**config.mk**
```make
export PLATFORM = sky130hd
export DESIGN_NAME = pwm_gen_bank
export DESIGN_NICKNAME = d
export VERILOG_FILES = /design/src/rtl/pwm_gen_bank.sv
export SDC_FILE = /design/constraint.sdc
export NUM_CORES = 1
export LEC_CHECK = 0
export BUFFER_PORTS_ARGS = -buffer_cell sky130_fd_sc_hd__buf_2
export CORE_ASPECT_RATIO = 0.5
export CORE_MARGIN = 2
export CORE_UTILIZATION = 40
export CTS_CLUSTER_DIAMETER = 200
export DETAILED_ROUTE_END_ITERATION = 10
export SLEW_MARGIN = 20
export SYNTH_ARGS = -nofsm -noshare
export SYNTH_HDL_FRONTEND = slang
export SYNTH_SLANG_ARGS = --single-unit
```
**constraint.sdc**
```tcl
create_clock -name clk -period 5.3 [get_ports clk]
set_input_delay 0.795 -clock clk [delete_from_list [all_inputs] [get_ports clk]]
set_output_delay 0.795 -clock clk [all_outputs]
set_load 0.03 [all_outputs]
```
**src/rtl/pwm_gen_bank.sv**
```systemverilog
module pwm_gen_bank #(
  parameter int NUM_GEN = 8,
  parameter int NUM_CH  = 33,
  parameter int PRD_MAX = 250
) (
  input  logic              clk,
  input  logic              rst_n,
  input  logic              tick,
  input  logic              wr_en,
  input  logic [3:0]        wr_addr,
  input  logic [31:0]       wr_data,
  output logic [NUM_CH-1:0] pwm_out
);
  localparam int IDX_W = $clog2(NUM_GEN);

  logic [7:0]       act_prd  [NUM_GEN];
  logic [7:0]       act_duty [NUM_GEN];
  logic [7:0]       pnd_prd  [NUM_GEN];
  logic [7:0]       pnd_duty [NUM_GEN];
  logic [7:0]       pre      [NUM_GEN];
  logic [7:0]       phase    [NUM_GEN];
  logic [NUM_GEN-1:0] gen_out;
  logic [NUM_GEN-1:0] step;
  logic [NUM_GEN-1:0] wrap;

  logic [IDX_W-1:0] map_sel [NUM_CH];
  logic [NUM_CH-1:0] map_en;

  wire prd_ok = (wr_data[7:0] != 8'd0) && (wr_data[7:0] <= 8'(PRD_MAX));

  for (genvar g = 0; g < NUM_GEN; g++) begin : g_gen
    localparam logic [3:0] GA = 4'(g);

    assign step[g]    = tick && (pre[g] == act_prd[g] - 8'd1);
    assign wrap[g]    = step[g] && (phase[g] == 8'hFF);
    assign gen_out[g] = (act_duty[g] == 8'hFF) || (phase[g] < act_duty[g]);

    always_ff @(posedge clk or negedge rst_n) begin
      if (!rst_n) begin
        pnd_prd[g]  <= 8'd1;
        pnd_duty[g] <= 8'd0;
      end else if (wr_en && wr_addr == GA && prd_ok) begin
        pnd_prd[g]  <= wr_data[7:0];
        pnd_duty[g] <= wr_data[15:8];
      end
    end

    always_ff @(posedge clk or negedge rst_n) begin
      if (!rst_n) begin
        act_prd[g]  <= 8'd1;
        act_duty[g] <= 8'd0;
        pre[g]      <= 8'd0;
        phase[g]    <= 8'd0;
      end else if (tick) begin
        if (step[g]) begin
          pre[g]   <= 8'd0;
          phase[g] <= phase[g] + 8'd1;
          if (wrap[g]) begin
            act_prd[g]  <= pnd_prd[g];
            act_duty[g] <= pnd_duty[g];
          end
        end else begin
          pre[g] <= pre[g] + 8'd1;
        end
      end
    end

    a_r4_no_tick_hold: assert property (@(posedge clk) disable iff (!rst_n)
      !tick |=> $stable(phase[g]) && $stable(pre[g]));
    a_r4_pre_bound: assert property (@(posedge clk) disable iff (!rst_n)
      pre[g] < act_prd[g]);
    a_r3_hold_mid_period: assert property (@(posedge clk) disable iff (!rst_n)
      !wrap[g] |=> $stable(act_prd[g]) && $stable(act_duty[g]));
    a_r3_load_at_wrap: assert property (@(posedge clk) disable iff (!rst_n)
      wrap[g] |=> phase[g] == 8'd0 && act_duty[g] == $past(pnd_duty[g])
                  && act_prd[g] == $past(pnd_prd[g]));
    a_r6_period_range: assert property (@(posedge clk) disable iff (!rst_n)
      pnd_prd[g] != 8'd0 && pnd_prd[g] <= 8'(PRD_MAX));
    a_r5_zero_low: assert property (@(posedge clk) disable iff (!rst_n)
      act_duty[g] == 8'd0 |-> !gen_out[g]);
  end

  for (genvar c = 0; c < NUM_CH; c++) begin : g_ch
    localparam logic [3:0] MA = 4'(NUM_GEN + c / 8);
    localparam int         LB = 4 * (c % 8);

    always_ff @(posedge clk or negedge rst_n) begin
      if (!rst_n) begin
        map_sel[c] <= '0;
        map_en[c]  <= 1'b0;
      end else if (wr_en && wr_addr == MA) begin
        map_sel[c] <= wr_data[LB +: IDX_W];
        map_en[c]  <= wr_data[LB + 3];
      end
    end

    assign pwm_out[c] = map_en[c] && gen_out[map_sel[c]];

    a_r7_disabled_low: assert property (@(posedge clk) disable iff (!rst_n)
      (wr_en && wr_addr == MA && !wr_data[LB + 3]) |=> !pwm_out[c]);
  end
endmodule

```
== After elaboration in Yosys (flattened, before gate mapping) ==
Index checks and enable logic that the tools add are counted.
Word-level totals
  register bits after elaboration: 516
  input bits: 40
  output and inout port bits: 33
  word-level logic and storage cells: 387
Cells by class
  $add $sub $neg: 24
  magnitude comparators: 42
  eq/ne operators: 36
  multiplexer cells: 74
  reductions and logical operators: 97
Operator list (count)
  < comparator 3 x 4 -> 1 bit (second input constant): 33
  adder 8 x 1 -> 8 bit (second input constant): 16
  == test 8 bit (second input constant): 16
  binary-select mux 1 bit (select 3 bit): 33
  logical AND 1 bit: 71
  == test 8 bit: 8
  < comparator 8 bit: 8
  2-to-1 mux 8 bit: 8
  subtractor 8 x 1 -> 8 bit (second input constant): 8
  2-to-1 mux 1 bit: 33
  AND reduction 3 bit: 8
  == test 4 bit (second input constant): 5
  == test 4 x 3 -> 1 bit (second input constant): 4
  AND reduction 2 bit: 8
  == test 4 x 2 -> 1 bit (second input constant): 2
  less-or-equal comparator 8 bit (second input constant): 1
  logical OR 1 bit: 8
  nonzero test 8 bit: 1
  == test 4 x 1 -> 1 bit (second input constant): 1
  zero test 4 bit: 1

== Logic depth before layout (Yosys ltp) ==
  depth after elaboration: 5
  depth in mapped cells: 11

== Worst setup path after synthesis ==
OpenSTA, ideal clock, no wires.
  path kind: register to output
  from: reg act_duty[17] in the netlist's numbering
  to: out pwm_out[10]
  arrival time: 2391 ps
  data required time: 4505 ps
  slack: 2114 ps
  cell stages (with the launch flop): 10
  path buffers: 1
  cells stage by stage: dfrtp_1 inv_1 ha_1 a2111oi_0 nor4_1 o21ai_0 clkbuf_1 or3b_2 o2111ai_1 o2bb2ai_1
On the way
  cells in the longest elaborated chain, start to end: 5
  elaborated cells between the ends (all ways): 6
  those cells by class: 1 x order compare; 1 x eq/ne; 2 x mux; 2 x reduce/logical
RTL lines
  start: declaration: line 17  | logic [7:0] act_duty [NUM_GEN];
  start signal: indexed assignment: line 60  | act_duty[g] <= pnd_duty[g];
  < comparator 8 bit or == test 8 bit (tied branches): line 36  | assign gen_out[g] = (act_duty[g] == 8'hFF) || (phase[g] < act_duty[g]);
  logical OR 1 bit *: line 36
  binary-select mux 1 bit (select 3 bit) *: line 97  | assign pwm_out[c] = map_en[c] && gen_out[map_sel[c]];
  2-to-1 mux 1 bit (implied by the code) *: line 97
  logical AND 1 bit *: line 97
  end: declaration: line 12  | output logic [NUM_CH-1:0] pwm_out
Every way passes the cells marked *; elsewhere a longest branch is shown, timed or not. The select of a mux whose other input is x is not followed.

== Worst setup path after layout ==
  from: reg act_duty[62] in the netlist's numbering
  to: out pwm_out[20]
The elaborated chain is that of the path after synthesis.

==> impl_metrics.ini <==
[timing]
skew_ps = 10.3
rsz0062_at_grt = false
min_period_ps = 4370
fmax_ghz = 0.229
fin_crit_sh = 0.825
worst_pin_slew_ps = 1160
hold_viol_final = 0
setup_ws_ps = 927
relSlewSlack = 0.229
tns_ps = 0
setup_viol = 0
drv_slew = 0

[setup_path]
r2r-start = act_prd[32]
reg2reg_to = act_prd[36]
crit_required_ps = 4510
cp_data_arrival_time_ps = 3580
cp.depth = 11
path_cells = inv_1 -> ha_1 -> a21o_1 -> a211oi_1 -> o21ai_0 -> nand2_1 -> buf_4 -> nor3_1 -> nor4_1 -> o2bb2ai_1 -> buf_2
end_kind = output pin
critPathTopFamily = simple AND/OR/NAND/NOR gates
startpoint_type = flop
path_class = flop to output pin
cp_slowest_stage_delay_ps = 520
r2r_slack_ps = 1690
cp_max_fo = 14
critical-path-slowest-cell = nand2_1
worst-path-buf-inv = 3
reg2reg_depth = 9

[logic_synthesis]
synth_nets = 2405
ys.flop_type = dfrtp_1
yosysWarnings = 0
synth-edff-count = 0
synthCells = 2285
ys_types = 66
synth-seq-area-share = 0.490
async_reset_ff_frac = 1.00
avgSynthCellArea_um2 = 11.6
netlist_area_um2 = 26400
synth-seq-cells = 516

[run_status]
status = completed

[route]
wl_um = 61400
drtIter0Drc = 1146
drtPass1Iterations = 5
routedWlPerCell_um = 18.8
route.detailed.drc = 0
num_vias = 17900
via_per_inst = 5.46
ant_nets = 0

[global_routing]
grt.total_usage = 0.182
grt-ovfl-total = 0
grt_max_degree = 125
antenna_found_initial = 4
grt_pass1_vias = 17500
grt_pass1_wl_um = 99400

[clocking]
clock-sinks = 516
cts_resized = 0
clk_pin_slew_ps = 60
cts_buffers = 51
ctsHoldBuffers = 0
cts_setup_buffers = 0
clockBufferDepth = 3
cts_tree = done
h-tree-depth = 2
root_buffer = clkbuf_16
worstSkewPairLatency_ps = 570

[finish]
drive_above_1_share = 0.276
synthToLayoutAreaGrowth_pct = 12.1
fillers = 6027
fin_nets = 2461

[die]
dieArea_um2 = 68200
io_pins = 73
design.core.area_um2 = 65200
die_y_um = 186
fp-row-count = 66
die_x_um = 367
start_util = 0.405

[power_and_ir_drop]
p_leak_nw = 13.2
power_mw = 11.0
p_per_area_nw_per_um2 = 372
vdd_drop_max_uv = 288

[placed_design]
detailed_place_hpwl_um = 38700
dp_slack_ps = 1490
io_buffers = 72
place_congestion = 0.786

[flow_run]
maxCapViolCount = 0

[worst_hold_path]
holdCritPathClass = input port to asynchronous set/reset pin
## worst max path at each step
| stage | from | to | slack (ps) |
|---|---|---|---|
| 2_1_floorplan | act_duty[17] | pwm_out[10] | 2110 |
| 3_3_place_gp | act_duty[37] | pwm_out[28] | 1530 |
| 3_5_place_dp | act_duty[37] | pwm_out[28] | 1490 |
| 4_1_cts | act_duty[37] | pwm_out[28] | 890 |
| 5_1_grt | act_duty[37] | pwm_out[17] | 700 |
| 6_report | act_duty[62] | pwm_out[20] | 930 |
## cell type report
cell class | count | area [um^2] | share of cell area
well taps | 884 | 1110 | 0.0373
inverters | 85 | 319 | 0.0108
clock buffers | 75 | 1500 | 0.0506
flip-flops and latches | 516 | 12900 | 0.437
repair buffers | 101 | 626 | 0.0211
clock inverters | 20 | 239 | 0.00807
multi-input cells | 1586 | 12900 | 0.435
diodes | 2 | 5.00 | 0.000169
## cells in the final DEF, fill, tap and decap left out, types with 10 or more instances in the layout
cell,count
a211oi_1,38
a21oi_1,26
and3_1,35
buf_2,71
buf_4,26
clkbuf_1,13
clkbuf_16,53
clkinv_2,10
dfrtp_1,500
dfstp_2,16
ha_1,80
inv_1,85
mux2_2,382
mux2_4,20
nand2_1,111
nand2b_1,49
nand3_1,22
nand3b_1,39
nand4_1,74
nor2_1,162
nor3_1,53
nor3b_1,34
nor4_1,45
o2111ai_1,35
o21ai_0,27
o2bb2ai_1,35
or3b_2,34
xnor2_1,86
xor2_1,89
## state kept, by name (all words and copies together), names as in the netlist
name	cells
act_duty	64
act_prd	64
map_en	33
map_sel	99
phase	64
pnd_duty	64
pnd_prd	64
pre	64
## metal layers
layer	routed length (um)	GRT usage	vias up
met5	13	0	-
met4	1010	0.0395	2
met3	2370	0.0249	78
met2	28700	0.300	280
met1	29300	0.255	9079
li1	-	-	8412
## synthesized netlist by cell type (all sizes together) (34+ instances only)
| cell | instances | area, um^2 |
|---|---|---|
| and3 | 35 | 219 |
| nand2b | 49 | 307 |
| dfrtp | 500 | 12500 |
| mux2 | 404 | 4620 |
| clkbuf | 83 | 312 |
| nor3 | 53 | 265 |
| a211oi | 39 | 298 |
| nand2 | 111 | 417 |
| nand4 | 77 | 518 |
| o2bb2ai | 35 | 307 |
| o2111ai | 35 | 307 |
| nand3b | 39 | 293 |
| nor2 | 163 | 612 |
| xor2 | 89 | 780 |
| inv | 85 | 319 |
| ha | 80 | 1000 |
| or3b | 34 | 298 |
| xnor2 | 86 | 753 |
| nor3b | 34 | 255 |
| nor4 | 46 | 294 |
## cells by family after synthesis
kind of cell / Yosys count / synth area share
AO/OA/AOI/OAI: 232 / 0.0673
buffers and inverters: 183 / 0.0267
multiplexers: 404 / 0.175
AND/OR/NAND/NOR: 695 / 0.146
adder cells (fa/ha/maj): 80 / 0.0379
flip-flops: 516 / 0.490
XOR/XNOR: 175 / 0.0580
## per-stage QoR
| step | instance area, um^2 | util | hold slack, ps | cells |
|---|---|---|---|---|
| floorplan | 26400 | - | 452 | 2285 |
| global placement | 27900 | 0.428 | 460 | 3172 |
| detailed placement | 27900 | 0.428 | 466 | 3172 |
| CTS | 29600 | 0.454 | 280 | 3267 |
| global route | 29600 | 0.454 | 299 | 3267 |
| finish | 29600 | 0.455 | 239 | 3269 |
## report_power, final
group	switching, mW	internal (mW)	total, mW	leakage [nW]
Combinational	0.904	1.01	1.92	5.73
Sequential	0.720	4.61	5.33	6.64
Clock	1.57	2.21	3.77	0.848
Total	3.19	7.83	11.0	13.2
Power figures use the tool's default switching activity.
